--- config.mk ---
export PLATFORM = sky130hd
export DESIGN_NAME = vic5_ctrl
export DESIGN_NICKNAME = d
export VERILOG_FILES = /design/src/rtl/vic5_pkg.sv /design/src/rtl/vic5_edge_latch.sv /design/src/rtl/vic5_prio.sv /design/src/rtl/vic5_ctrl.sv
export SDC_FILE = /design/constraint.sdc
export NUM_CORES = 1
export LEC_CHECK = 0
export BUFFER_PORTS_ARGS = -buffer_cell sky130_fd_sc_hd__buf_4
export CAP_MARGIN = 10
export CORE_MARGIN = 5
export CORE_UTILIZATION = 45
export CTS_CLUSTER_DIAMETER = 200
export DETAILED_ROUTE_END_ITERATION = 10
export GPL_ROUTABILITY_DRIVEN = 0
export PLACE_DENSITY = 0.86
export SYNTH_ARGS = -nofsm -noshare
export SYNTH_HDL_FRONTEND = slang
export SYNTH_SLANG_ARGS = --single-unit
export TNS_END_PERCENT = 50
--- constraint.sdc ---
create_clock -name clk -period 2.5 [get_ports clk]
set_input_delay 0.375 -clock clk [delete_from_list [all_inputs] [get_ports clk]]
set_output_delay 0.375 -clock clk [all_outputs]
set_load 0.01 [all_outputs]
--- src/rtl/vic5_pkg.sv ---
package vic5_pkg;

    localparam int SRC_COUNT = 5;
    localparam int MASK_W    = 3;
    localparam int EDGE_W    = 2;

    typedef enum logic [2:0] {
        SRC_NMI = 3'd0,
        SRC_HI  = 3'd1,
        SRC_MID = 3'd2,
        SRC_LO  = 3'd3,
        SRC_EXT = 3'd4
    } vic_src_e;

    typedef enum logic [1:0] {
        ST_IDLE  = 2'd0,
        ST_OFFER = 2'd1,
        ST_GRANT = 2'd2
    } vic_state_e;

endpackage

--- src/rtl/vic5_edge_latch.sv ---
module vic5_edge_latch #(
    parameter int N = 2
) (
    input  logic         clk,
    input  logic         rst_n,
    input  logic [N-1:0] lvl,
    input  logic [N-1:0] clr,
    output logic [N-1:0] pend
);

    for (genvar g = 0; g < N; g++) begin : g_bit
        logic prev_q;
        logic pend_q;
        logic rise;

        assign rise = lvl[g] & ~prev_q;

        always_ff @(posedge clk or negedge rst_n) begin
            if (!rst_n) begin
                prev_q <= 1'b0;
                pend_q <= 1'b0;
            end else begin
                prev_q <= lvl[g];
                // a fresh edge beats a clear in the same cycle
                pend_q <= rise | (pend_q & ~clr[g]);
            end
        end

        assign pend[g] = pend_q;
    end

endmodule

--- src/rtl/vic5_prio.sv ---
module vic5_prio #(
    parameter int N     = 5,
    parameter int IDX_W = $clog2(N)
) (
    input  logic [N-1:0]     req,
    output logic             vld,
    output logic [IDX_W-1:0] idx
);

    // index 0 is the most urgent
    always_comb begin
        vld = 1'b0;
        idx = '0;
        for (int i = N - 1; i >= 0; i--) begin
            if (req[i]) begin
                vld = 1'b1;
                idx = IDX_W'(i);
            end
        end
    end

endmodule

--- src/rtl/vic5_ctrl.sv ---
module vic5_ctrl
    import vic5_pkg::*;
#(
    parameter int                ADDR_W  = 16,
    parameter logic [ADDR_W-1:0] NMI_VEC = 16'h0024,
    parameter logic [ADDR_W-1:0] HI_VEC  = 16'h003C,
    parameter logic [ADDR_W-1:0] MID_VEC = 16'h0034,
    parameter logic [ADDR_W-1:0] LO_VEC  = 16'h002C
) (
    input  logic              clk,
    input  logic              rst_n,
    input  logic              irq_nmi,
    input  logic              irq_hi,
    input  logic              irq_mid,
    input  logic              irq_lo,
    input  logic              irq_ext,
    input  logic              ien_set,
    input  logic              ien_clr,
    input  logic              msk_wr,
    input  logic              msk_wen,
    input  logic [2:0]        msk_bits,
    input  logic              hi_clr,
    input  logic              cpu_ack,
    output logic              cpu_req,
    output logic [ADDR_W-1:0] svc_addr,
    output logic              ext_vec,
    output logic              inta
);

    localparam int IDX_W   = $clog2(SRC_COUNT);
    localparam int M_HI    = MASK_W - 1;
    localparam int M_MID   = MASK_W - 2;
    localparam int M_LO    = MASK_W - 3;
    localparam int E_NMI   = 0;
    localparam int E_HI    = 1;

    vic_state_e        state_q, state_n;
    vic_src_e          sel_q;
    logic              ien_q;
    logic [MASK_W-1:0] mask_q;
    logic [EDGE_W-1:0] edge_pend, edge_clr;
    logic [SRC_COUNT-1:0] elig;
    logic              win_vld;
    logic [IDX_W-1:0]  win_idx;
    logic              granting;
    logic [ADDR_W-1:0] vec_sel;

    assign granting = (state_q == ST_GRANT);

    // edge-latched lines: urgent and high
    assign edge_clr[E_NMI] = granting && (sel_q == SRC_NMI);
    assign edge_clr[E_HI]  = (granting && (sel_q == SRC_HI)) || (msk_wr && hi_clr);

    vic5_edge_latch #(.N(EDGE_W)) u_edge (
        .clk  (clk),
        .rst_n(rst_n),
        .lvl  ({irq_hi, irq_nmi}),
        .clr  (edge_clr),
        .pend (edge_pend)
    );

    // eligibility per source, indexed by priority
    always_comb begin
        elig          = '0;
        elig[SRC_NMI] = edge_pend[E_NMI];
        elig[SRC_HI]  = edge_pend[E_HI] & ~mask_q[M_HI]  & ien_q;
        elig[SRC_MID] = irq_mid         & ~mask_q[M_MID] & ien_q;
        elig[SRC_LO]  = irq_lo          & ~mask_q[M_LO]  & ien_q;
        elig[SRC_EXT] = irq_ext         & ien_q;
    end

    vic5_prio #(.N(SRC_COUNT), .IDX_W(IDX_W)) u_prio (
        .req(elig),
        .vld(win_vld),
        .idx(win_idx)
    );

    // global enable and mask register
    always_ff @(posedge clk or negedge rst_n) begin
        if (!rst_n) begin
            ien_q  <= 1'b0;
            mask_q <= '1;
        end else begin
            if (granting || ien_clr) begin
                ien_q <= 1'b0;
            end else if (ien_set) begin
                ien_q <= 1'b1;
            end
            if (msk_wr && msk_wen) begin
                mask_q <= msk_bits;
            end
        end
    end

    // state register
    always_ff @(posedge clk or negedge rst_n) begin
        if (!rst_n) begin
            state_q <= ST_IDLE;
            sel_q   <= SRC_NMI;
        end else begin
            state_q <= state_n;
            if (state_q == ST_IDLE && win_vld) begin
                sel_q <= vic_src_e'(win_idx);
            end
        end
    end

    // next state
    always_comb begin
        state_n = state_q;
        unique case (state_q)
            ST_IDLE:  if (win_vld) state_n = ST_OFFER;
            ST_OFFER: if (cpu_ack) state_n = ST_GRANT;
            ST_GRANT: state_n = ST_IDLE;
            default:  state_n = ST_IDLE;
        endcase
    end

    always_comb begin
        unique case (sel_q)
            SRC_NMI: vec_sel = NMI_VEC;
            SRC_HI:  vec_sel = HI_VEC;
            SRC_MID: vec_sel = MID_VEC;
            SRC_LO:  vec_sel = LO_VEC;
            default: vec_sel = '0;
        endcase
    end

    // outputs
    always_comb begin
        cpu_req  = 1'b0;
        ext_vec  = 1'b0;
        inta     = 1'b0;
        svc_addr = '0;
        unique case (state_q)
            ST_IDLE: ;
            ST_OFFER: begin
                cpu_req = 1'b1;
                if (sel_q == SRC_EXT) begin
                    ext_vec = 1'b1;
                end else begin
                    svc_addr = vec_sel;
                end
            end
            ST_GRANT: inta = (sel_q == SRC_EXT);
            default: ;
        endcase
    end

endmodule

==> metrics.txt <==
status finished, final reports clean; Gate Count Post-Synth 73; area of the die roughly 2600 um^2; share of total power in combinational logic 0.395; total routing usage reported by global routing 0.112; peak fanout along the critical path 5; power per unit of standard cell area 777 nW/um^2; via count 548; Final Total Pwr between 0.0007 and 0.0008 W; clock tree from TritonCTS done; fraction of synthesis flops using an asynchronous set or reset pin 1.00; post-route ant nets 0; portion of total power attributed to sequential cells 0.427; routed metal-1 wirelength ~500 um; antenna violations before repair 0; synth-to-layout area growth 22.1%; count of buffers inserted at the top-level ports 22; number of detailed-route iterations in the first pass 4; routed length on met3 about 130 um; cells along the critical path nand2b_1, nor2_1, and2_1, buf_4; fraction of final layout cells sized beyond drive strength 1 0.398; cell type with the highest aggregate area in the netlist dfrtp_1; die extent in y a little over 50 um; deepest clock path buffer count 2; number of rows created at floorplan 14; number of buffers created by CTS 3; Static Leak 0.454 nW; floorplan core area 1540 um^2; top flip-flop cell by instance count after synthesis dfrtp_1; maximum operating frequency between 500 and 600 MHz; number of clock sinks 13; depth of the CTS H-tree 1; Fill cells ~130; Max Cap Violations 0; global-route wire length before repair 2250 um; type of the most critical hold path in2reg; sum of negative setup slack 0 ns; Yosys cell types 25; fraction of post-synthesis cell area in the top cell type by area 0.335; largest net degree at the start of global routing 14; Post-synth EDFFs 0; WL per Instance approximately 12 um; WP data arrival about 1.4 ns; DR iter-0 viols 4; setup repair after global routing missed its margin no; critical path class reg2out; cell type of the slowest stage on the worst timing path dfrtp_1; flip-flop and latch count after synthesis 13; gate family responsible for the most delay along the worst path simple AND/OR/NAND/NOR gates; setup-violating endpoint count in the final report 0; number of resized instances in the post-cts repair step 0; critical path endpoint category output port; Pint around 0.00046 W; post-synthesis area per instance roughly 10 um^2; Final Cycle Share 0.691; insertion delay to the later sink of the worst-skew pair 0.27 ns; clock network power share 0.178; Nets between 100 and 150; switching part of the total power 0.348; sequential cell area in the final layout 329 um^2; Mapped Area 747 um^2; detailed placer's ending HPWL 1090 um; antenna cell count 0; clock root buffer master clkbuf_4; Total Routed Length ~1400 um; biggest cell delay along the critical path 0.41 ns; initial standard-cell utilization of the core 0.485; final worst path period need between 1.5 and 2 ns; Clock Skews 0.00365 ns; data required time of the worst path approximately 2.1 ns; Psw roughly 0.00025 W; Die X-Extent just over 50 um; footprint of the multi-input gates ~350 um^2; I/O Pins 35; vias in the first global route between 500 and 600; highest metal used met4; startpoint class of the critical path register; Pins Over Slew Limit 0; synthesis warning total 0; share of the yosys chip area belonging to registers 0.441; VDD IR-drop max between 0.5 and 0.6 mV; Post-route DRC 0; total buffers and inverters traversed by the critical path 1; clock slew seen by the registers of the worst setup and hold paths 0.08 ns; routed vias/inst around 4.8; met2 layer wire length in the routed design around 720 um; top post-synthesis cells by area dfrtp_1, buf_4, dfstp_2, mux2_2, nand2_1; gr ovfl total 0; final hold vios 0
-- cells by family (layout without fill, tap and decap cells) --
logic type             Yosys count  after routing  share of synthesized area
buffers and inverters           17             31                      0.151
flip-flops                      13             13                      0.441
AND/OR/NAND/NOR                 28             28                      0.236
other                            1             12                    0.00502
XOR/XNOR                         1              1                     0.0117
multiplexers                     4              4                     0.0653
AO/OA/AOI/OAI                    9              9                     0.0905
-- routing by layer --
| layer | up-vias | global-route usage |
|---|---|---|
| met4 | 0 | 0.0511 |
| li1 | 269 | - |
| met5 | - | 0 |
| met1 | 251 | 0.130 |
| met2 | 26 | 0.194 |
| met3 | 2 | 0.0237 |
-- layout make-up --
class / instances / area share
inverter: 4 / 0.0165
timing repair buffer: 23 / 0.192
tap: 16 / 0.0219
clock buffer: 4 / 0.0288
sequential: 13 / 0.361
multi-input combinational: 54 / 0.380
-- final timing paths --
check / startpoint / endpoint / slack (ns) / cells after the start
hold reg to reg: u_edge.g_bit[0].prev_q / u_edge.g_bit[0].pend_q / 0.43 / 1
min in group asynchronous: rst_n / state_q[0] / 0.48 / 2
max in group asynchronous: rst_n / mask_q[2] / 1.78 / 2
setup / recovery: state_q[1] / svc_addr[3] / 0.77 / 4
hold / removal: irq_nmi / u_edge.g_bit[0].prev_q / 0.22 / 1
setup reg to reg: mask_q[0] / sel_q[0] / 1.08 / 4
-- what timing repair did --
| item | CTS | global route |
|---|---|---|
| endpoints found under the hold margin | 10 | 0 |
| setup buffers | 0 | 0 |
| hold buffers | 1 | 0 |
-- flip-flops by register name (all words and copies together) (netlist names) --
register             cells
state_q                  2
u_edge.g_bit.pend_q      2
ien_q                    1
sel_q                    3
mask_q                   3
u_edge.g_bit.prev_q      2
-- through the flow --
stage	worst slack, ns	util	std cells	hold WS, ns	area, um^2
final	0.774	0.592	114	0.219	912
after global routing	0.631	0.592	114	0.202	912
after CTS	0.755	0.592	114	0.212	912
after detailed placement	1.07	0.568	109	0.227	876
after global placement	1.12	0.568	109	0.224	876
after floorplan	1.10	-	84	0.0794	788
-- power by group through the flow --
stage	combinational [W]	sequential (W)	clock, W
floorplan	0.000208	0.000296	0
global placement	0.000272	0.000302	0
detailed placement	0.000281	0.000306	0
CTS	0.000284	0.000303	0.000132
global route	0.000315	0.000313	0.000148
finish	0.000280	0.000303	0.000126
-- synthesized netlist by cell type (all sizes together) (2+ instances only) --
cell / count
nor3b: 2
a32o: 2
buf: 13
nand2b: 5
mux2: 4
dfrtp: 10
dfstp: 3
inv: 4
o21ai: 4
nor3: 3
nand2: 7
nor2: 7
and2: 2
-- worst register-to-register path, delay by kind of cell (launching register included) --
family / cells / cell delay [ns]
flip-flops: 1 / 0.54
multiplexers: 1 / 0.31
AO/OA/AOI/OAI: 1 / 0.21
AND/OR/NAND/NOR: 2 / 0.25
-- cell usage in the layout (no fill, tap or decap), drive strengths merged --
cell type and n:
inv 4, nor3b 2, conb 12, nor2 7, nor3 3, and2 2, buf 22, dfrtp 10
dfstp 3, nand2b 5, a31oi 1, dlygate4sd3 1, mux2 4, a32o 2, o21ai 4, clkbuf 4
nand2 7, nand4b 1, xnor2 1, o2bb2ai 1, and2b 1, o41ai 1
Note: power is estimated with default switching activity, not from simulation.
